$ cat config.mk
export PLATFORM = sky130hd
export DESIGN_NAME = idr_chain_responder
export DESIGN_NICKNAME = d
export VERILOG_FILES = /design/src/rtl/idr_pkg.sv /design/src/rtl/idr_sampler.sv /design/src/rtl/idr_picker.sv /design/src/rtl/idr_serializer.sv /design/src/rtl/idr_chain_responder.sv
export SDC_FILE = /design/constraint.sdc
export NUM_CORES = 1
export LEC_CHECK = 0
export BUFFER_PORTS_ARGS = -buffer_cell sky130_fd_sc_hd__clkbuf_2
export CAP_MARGIN = 20
export CORE_MARGIN = 1
export CORE_UTILIZATION = 30
export CTS_CLUSTER_SIZE = 16
export DETAILED_ROUTE_END_ITERATION = 8
export GPL_TIMING_DRIVEN = 0
export PLACE_DENSITY_LB_ADDON = 0.12
export SETUP_SLACK_MARGIN = 0.05
export SLEW_MARGIN = 5
export SYNTH_ARGS = -nofsm -noshare
export SYNTH_HDL_FRONTEND = slang
export SYNTH_SLANG_ARGS = --single-unit
$ cat constraint.sdc
create_clock -name clk -period 3.3 [get_ports clk]
set_input_delay 0.99 -clock clk [delete_from_list [all_inputs] [get_ports clk]]
set_output_delay 0.99 -clock clk [all_outputs]
set_load 0.02 [all_outputs]
$ cat src/rtl/idr_pkg.sv
package idr_pkg;
   typedef enum logic [1:0] {
      CMD_NONE  = 2'd0,
      CMD_ID    = 2'd1,
      CMD_CFG   = 2'd2,
      CMD_UNCFG = 2'd3
   } bus_cmd_e;

   typedef enum logic [1:0] {
      FL_CONT = 2'd0,
      FL_STOP = 2'd1,
      FL_HARD = 2'd2,
      FL_RSVD = 2'd3
   } ent_flag_e;

   localparam logic [3:0] MIN_SIZE = 4'h7;

   typedef struct packed {
      logic [3:0] size;
      logic [3:0] typ;
      logic [3:0] cls;
      logic [3:0] last;
   } id_word_t;
endpackage

$ cat src/rtl/idr_sampler.sv
module idr_sampler
   import idr_pkg::*;
#(
   parameter int SAMPLE_PT = 3
) (
   input  logic       clk,
   input  logic       rst_n,
   input  logic       strobe,
   input  logic [1:0] cmd_in,
   input  logic [3:0] nib_in,
   output logic       smp_valid,
   output bus_cmd_e   smp_cmd,
   output logic [3:0] smp_nib
);
   localparam int CNT_W = $clog2(SAMPLE_PT + 2);
   localparam logic [CNT_W-1:0] FIRE = CNT_W'(SAMPLE_PT);
   localparam logic [CNT_W-1:0] DONE = CNT_W'(SAMPLE_PT + 1);

   logic [CNT_W-1:0] cnt;

   always_ff @(posedge clk or negedge rst_n) begin
      if (!rst_n) begin
         cnt       <= '0;
         smp_valid <= 1'b0;
         smp_cmd   <= CMD_NONE;
         smp_nib   <= 4'h0;
      end else begin
         smp_valid <= 1'b0;
         if (!strobe) begin
            cnt <= '0;
         end else begin
            if (cnt == FIRE) begin
               smp_valid <= 1'b1;
               smp_cmd   <= bus_cmd_e'(cmd_in);
               smp_nib   <= nib_in;
            end
            if (cnt != DONE) cnt <= cnt + 1'b1;
         end
      end
   end
endmodule

$ cat src/rtl/idr_picker.sv
module idr_picker #(
   parameter int N_ENT = 8,
   parameter int IDX_W = 3,
   parameter int PTR_W = 4
) (
   input  logic [N_ENT-1:0] cand,
   input  logic [PTR_W-1:0] ptr,
   input  logic             halted,
   output logic             found,
   output logic [IDX_W-1:0] idx
);
   always_comb begin
      found = 1'b0;
      idx   = '0;
      for (int i = N_ENT - 1; i >= 0; i--) begin
         if (cand[i] && (PTR_W'(i) >= ptr) && !halted) begin
            found = 1'b1;
            idx   = IDX_W'(i);
         end
      end
   end
endmodule

$ cat src/rtl/idr_serializer.sv
module idr_serializer
   import idr_pkg::*;
(
   input  logic       clk,
   input  logic       rst_n,
   input  logic       start,
   input  id_word_t   word,
   output logic       id_valid,
   output logic [3:0] id_nib
);
   logic [19:0] shr;
   logic [2:0]  left;

   always_ff @(posedge clk or negedge rst_n) begin
      if (!rst_n) begin
         shr  <= '0;
         left <= '0;
      end else if (start) begin
         shr  <= {word.last, word.cls, word.typ, 4'h0, word.size};
         left <= 3'd5;
      end else if (left != 3'd0) begin
         shr  <= {4'h0, shr[19:4]};
         left <= left - 1'b1;
      end
   end

   assign id_valid = (left != 3'd0);
   assign id_nib   = shr[3:0];
endmodule

$ cat src/rtl/idr_chain_responder.sv
module idr_chain_responder
   import idr_pkg::*;
#(
   parameter int N_ENT     = 8,
   parameter int ADDR_NIBS = 5,
   parameter int SAMPLE_PT = 3,
   parameter logic [4*ADDR_NIBS-1:0] HW_BASE = 'hE0000
) (
   input  logic                         clk,
   input  logic                         rst_n,
   input  logic [4*N_ENT-1:0]           tbl_size,
   input  logic [4*N_ENT-1:0]           tbl_type,
   input  logic [4*N_ENT-1:0]           tbl_class,
   input  logic [4*N_ENT-1:0]           tbl_last,
   input  logic [2*N_ENT-1:0]           tbl_flag,
   input  logic                         bus_strobe,
   input  logic [1:0]                   bus_cmd,
   input  logic [3:0]                   bus_nib,
   input  logic                         daisy_in,
   output logic                         daisy_out,
   output logic                         id_valid,
   output logic [3:0]                   id_nib,
   output logic [N_ENT-1:0]             map_vld,
   output logic [4*ADDR_NIBS*N_ENT-1:0] map_base
);
   localparam int ADDR_W = 4 * ADDR_NIBS;
   localparam int IDX_W  = (N_ENT > 1) ? $clog2(N_ENT) : 1;
   localparam int PTR_W  = IDX_W + 1;
   localparam int NC_W   = (ADDR_NIBS > 1) ? $clog2(ADDR_NIBS) : 1;
   localparam logic [NC_W-1:0] LAST_NIB = NC_W'(ADDR_NIBS - 1);

   if (N_ENT < 1 || N_ENT > 16) begin : g_bad_nent
      $error("N_ENT must lie in 1..16");
   end
   if (ADDR_NIBS < 1 || ADDR_NIBS > 8) begin : g_bad_anib
      $error("ADDR_NIBS must lie in 1..8");
   end
   if (SAMPLE_PT < 0 || SAMPLE_PT > 64) begin : g_bad_spt
      $error("SAMPLE_PT must lie in 0..64");
   end

   // host strobe sampling
   logic       smp_valid;
   bus_cmd_e   smp_cmd;
   logic [3:0] smp_nib;

   idr_sampler #(.SAMPLE_PT(SAMPLE_PT)) u_smp (
      .clk      (clk),
      .rst_n    (rst_n),
      .strobe   (bus_strobe),
      .cmd_in   (bus_cmd),
      .nib_in   (bus_nib),
      .smp_valid(smp_valid),
      .smp_cmd  (smp_cmd),
      .smp_nib  (smp_nib)
   );

   // per-entry classification
   logic [N_ENT-1:0]  cand;
   logic [N_ENT-1:0]  hard;
   logic [N_ENT-1:0]  cfg_map;
   logic [ADDR_W-1:0] base_q [N_ENT];

   for (genvar g = 0; g < N_ENT; g++) begin : g_ent
      logic      size_ok;
      ent_flag_e fl;
      assign size_ok = (tbl_size[4*g +: 4] >= MIN_SIZE);
      assign fl      = ent_flag_e'(tbl_flag[2*g +: 2]);
      assign cand[g] = size_ok && (fl == FL_CONT || fl == FL_STOP);
      assign hard[g] = size_ok && (fl == FL_HARD);
      assign map_vld[g] = hard[g] | cfg_map[g];
      assign map_base[ADDR_W*g +: ADDR_W] = hard[g] ? HW_BASE : base_q[g];
   end

   // current entry
   logic [PTR_W-1:0] ptr;
   logic             halted;
   logic             found;
   logic [IDX_W-1:0] cur;

   idr_picker #(.N_ENT(N_ENT), .IDX_W(IDX_W), .PTR_W(PTR_W)) u_pick (
      .cand  (cand),
      .ptr   (ptr),
      .halted(halted),
      .found (found),
      .idx   (cur)
   );

   assign daisy_out = daisy_in & ~found;

   // identification output
   id_word_t cur_word;
   logic     ser_start;

   always_comb begin
      cur_word.size = tbl_size [4*cur +: 4];
      cur_word.typ  = tbl_type [4*cur +: 4];
      cur_word.cls  = tbl_class[4*cur +: 4];
      cur_word.last = tbl_last [4*cur +: 4] & 4'b1100;
   end

   assign ser_start = smp_valid && (smp_cmd == CMD_ID) && daisy_in && found && !id_valid;

   idr_serializer u_ser (
      .clk     (clk),
      .rst_n   (rst_n),
      .start   (ser_start),
      .word    (cur_word),
      .id_valid(id_valid),
      .id_nib  (id_nib)
   );

   // configure / unconfigure
   logic [ADDR_W-1:0] acc;
   logic [ADDR_W-1:0] acc_nxt;
   logic [NC_W-1:0]   nib_cnt;
   logic              cur_stop;
   logic              uncfg_hit;

   assign acc_nxt   = acc | (ADDR_W'(smp_nib) << (4 * nib_cnt));
   assign cur_stop  = (ent_flag_e'(tbl_flag[2*cur +: 2]) == FL_STOP);
   assign uncfg_hit = ({28'd0, smp_nib} < 32'(N_ENT));

   always_ff @(posedge clk or negedge rst_n) begin
      if (!rst_n) begin
         ptr     <= '0;
         halted  <= 1'b0;
         acc     <= '0;
         nib_cnt <= '0;
         cfg_map <= '0;
         for (int i = 0; i < N_ENT; i++) base_q[i] <= '0;
      end else if (smp_valid) begin
         case (smp_cmd)
            CMD_CFG: begin
               if (daisy_in && found) begin
                  if (nib_cnt == LAST_NIB) begin
                     base_q[cur]  <= acc_nxt;
                     cfg_map[cur] <= 1'b1;
                     ptr          <= PTR_W'(cur) + PTR_W'(1);
                     if (cur_stop) halted <= 1'b1;
                     acc          <= '0;
                     nib_cnt      <= '0;
                  end else begin
                     acc     <= acc_nxt;
                     nib_cnt <= nib_cnt + 1'b1;
                  end
               end
            end
            CMD_UNCFG: begin
               if (uncfg_hit) begin
                  cfg_map[smp_nib[IDX_W-1:0]] <= 1'b0;
                  base_q[smp_nib[IDX_W-1:0]]  <= '0;
               end
            end
            default: ;
         endcase
      end
   end
endmodule

==> reports/qor.txt <==
status: complete, no violations
GPL Wtd Cong: 0.889
number of port buffers: 311
WL/cell: 22.4 um
Slew Viols, Final: 0
worst reg-to-reg path cell count: 11
flops & latches, synth: 227
Die ar.: 38400 um^2
WP buf/inv: 2
CTS H-tree lvls: 1
worst-path cell chain: clkbuf_2, a31oi_4, o32ai_2, a211oi_2, clkbuf_1, a222oi_1, mux2_1, a211oi_2
initial antenna violation count: 6
nature of the critical path endpoint: flop
relative slew slack: 0.431
Reg clk slew, reported paths: 60 ps
starting density of the core: 0.306
CP Max Fanout: 10
FFs w/ async S/R, synth: 1.00
Final min period: 3300 ps
sequential share of the synthesized area: 0.503
die height: 196 um
Synth Flop Type: dfrtp_1
logic gate share of total power: 0.233
Worst path max stage delay: 720 ps
Skew-Pair Late Insertion Delay: 540 ps
DP Worst Slack: -1140 ps
critical path class: primary input to flop
internal power: 5830 uW
P per Cell Area: 558 nW/um^2
final instance area: 15200 um^2
Crit path max-delay family: compound AO/OA/AOI/OAI gates
Mapped Cells: 1088
arrival time at the worst endpoint: 3760 ps
Post-synth EDFFs: 0
most used cell, CP: a211oi_2
first drt pass iteration count: 5
Max Clk Rate: 303 MHz
switching power: 2670 uW
ANT nets after route: 0
Mapped Area: 11300 um^2
placed cell area: 13600 um^2
hold crit path type: primary input to asynchronous set/reset pin
internal reg-to-reg setup slack: 100 ps
max cap viols: 0
CTS Hold Bufs: 0
FF-to-FF Start: ptr[3]
largest net degree at the start of global routing: 106
WP data required: 3760 ps
WL final: 44.4 mm
Avg Cell Area, Syn: 10.4 um^2
IO Pins: 328
core area: 36900 um^2
Post-DP HPWL: 32.2 mm
GRT Overall Usage: 0.227
Vias/cell: 5.25
Final nets: 1615
final hold vios: 0
first-pass GRT wire length: 66.1 mm
Clock Root Buffer: clkbuf_16
final worst-path cycle share: 1.00
Clock Skews: 17.2 ps
Syn. warnings: 0
CTS Buf Count: 27
Rows: 70
CTS tree: yes
DRT iter0 DRCs: 630
setup ws final: 1.38 ps
startpoint class of the critical path: primary input
switch share: 0.314
Final Setup Violations: 0
Sink Count: 227
worst vdd ir: 0.362 mV
Clock Path Buffers: 3
layout cells sized above 1: 0.358
clock power share: 0.391
Mapped Nets: 1250
area delta synth->final: 34.9%
final global-route overflow total: 0
vias in the first global route: 10500
DRC viols: 0
Worst R2R End: base_q[111]
synth unique cells: 75
via count: 10400
Least-Margin Pin Slew: 846 ps
Die X: 196 um
final hold slack: 386 ps
RSZ-0062 raised after global routing: true
Flop pwr share: 0.376
Static Leak: 0.00736 uW
slowest CP cell: a211oi_2
-- power groups by stage --
stage                     Clock, uW  Sequential [uW]  Combinational [uW]
final                          3320             3200                1980
after global routing           3500             3230                2160
after CTS                      3380             3200                1960
after detailed placement          0             3240                1900
after global placement            0             3240                1860
after floorplan                   0             3190                1170
-- per-stage QoR --
stage	util	TNS [ps]	cells	total power, uW
6_report	0.413	0	1981	8500
4_1_cts	0.408	0	1964	8530
2_1_floorplan	-	0	1088	4350
3_5_place_dp	0.369	-195110	1911	5140
5_1_grt	0.413	-85.3	1980	8880
3_3_place_gp	0.366	-1064300	1903	5110
-- cell usage in the layout (no fill, tap or decap), drive strengths merged, types with 7 or more instances in the layout --
cell type,count
nand3,19
buf,68
nor2b,144
o22ai,15
o21ai,35
or3,9
inv,22
clkinv,7
nor2,44
a222oi,9
and3,10
a21o,20
nor3,23
a31oi,26
nand2,57
ha,8
clkbuf,390
a21oi,25
dfrtp,227
o2bb2ai,160
or2,34
-- cells by family (layout without fill, tap and decap cells) --
| kind of cell | count (synthesis) | in the layout | share of synthesized area |
|---|---|---|---|
| compound gates | 360 | 360 | 0.253 |
| xor+xnor | 2 | 2 | 0.00155 |
| fa+ha+maj | 8 | 8 | 0.00886 |
| buf+inv | 109 | 494 | 0.0430 |
| flops | 227 | 227 | 0.503 |
| mux | 11 | 11 | 0.0104 |
| other cells | 0 | 4 | 0 |
| simple gates | 371 | 371 | 0.181 |
-- metal layers --
layer,global-route usage,up-vias,part of all wire
met5,0,-,0.00070
met4,0.0475,4,0.017
met3,0.0483,61,0.069
met2,0.352,371,0.44
met1,0.324,5186,0.47
li1,-,4775,-
-- worst max-delay path by stage --
stage	startpoint	end	slack, ps	depth (start not counted)
floorplan	tbl_flag[13]	base_q[64]	130	8
global placement	rst_n	base_q[112]	-3720	1
detailed placement	tbl_size[9]	base_q[51]	-1140	10
CTS	tbl_size[11]	daisy_out	8	7
global route	tbl_size[5]	u_ser.shr[15]	-40	8
finish	tbl_size[3]	u_ser.shr[15]	1	8
-- registers in the layout (all words and copies together) (netlist names) --
signal,cells
u_smp.smp_cmd,2
u_ser.shr,18
halted,1
ptr,4
base_q,160
cfg_map,8
nib_cnt,3
u_ser.left,3
u_smp.cnt,3
u_smp.smp_nib,4
acc,20
u_smp.smp_valid,1
-- synth_stat cells (5+ instances only) --
library cell	number	share of area
o2bb2ai_1	160	0.12
a31oi_1	26	0.014
nor3b_1	6	0.0040
a22o_1	5	0.0039
dfrtp_1	227	0.50
a222oi_1	9	0.0080
a21o_1	20	0.013
or3_1	9	0.0050
a221o_1	5	0.0044
a2bb2oi_1	6	0.0047
mux2i_1	5	0.0044
nand2b_1	5	0.0028
ha_1	8	0.0089
a21oi_1	24	0.011
o22ai_1	15	0.0083
nand3_1	19	0.0084
nor2b_1	144	0.080
mux2_2	5	0.0050
nor2_1	44	0.015
and2_1	6	0.0033
or2_2	33	0.018
and3_1	10	0.0055
inv_1	20	0.0066
buf_2	24	0.011
nor3_1	22	0.0097
nand2_1	57	0.019
o21ai_0	33	0.015
buf_4	6	0.0040
clkbuf_1	53	0.018
-- layout make-up --
type,count,area (um^2)
sequential,227,5680
tap,504,631
clock inverter,15,235
clock buffer,34,752
inverter,21,78.8
fill,3688,21600
antenna,4,10.0
timing repair buffer,337,1870
multi-input combinational,752,5450
buffer,87,527
-- timing repair --
action / CTS / global route
setup endpoints to repair: 312 / 206
pin swaps: 5 / 10
buffers inserted: 6 / 13
cloned: 0 / 1
gates resized for setup: 91 / 48
Power figures use the tool's default switching activity.
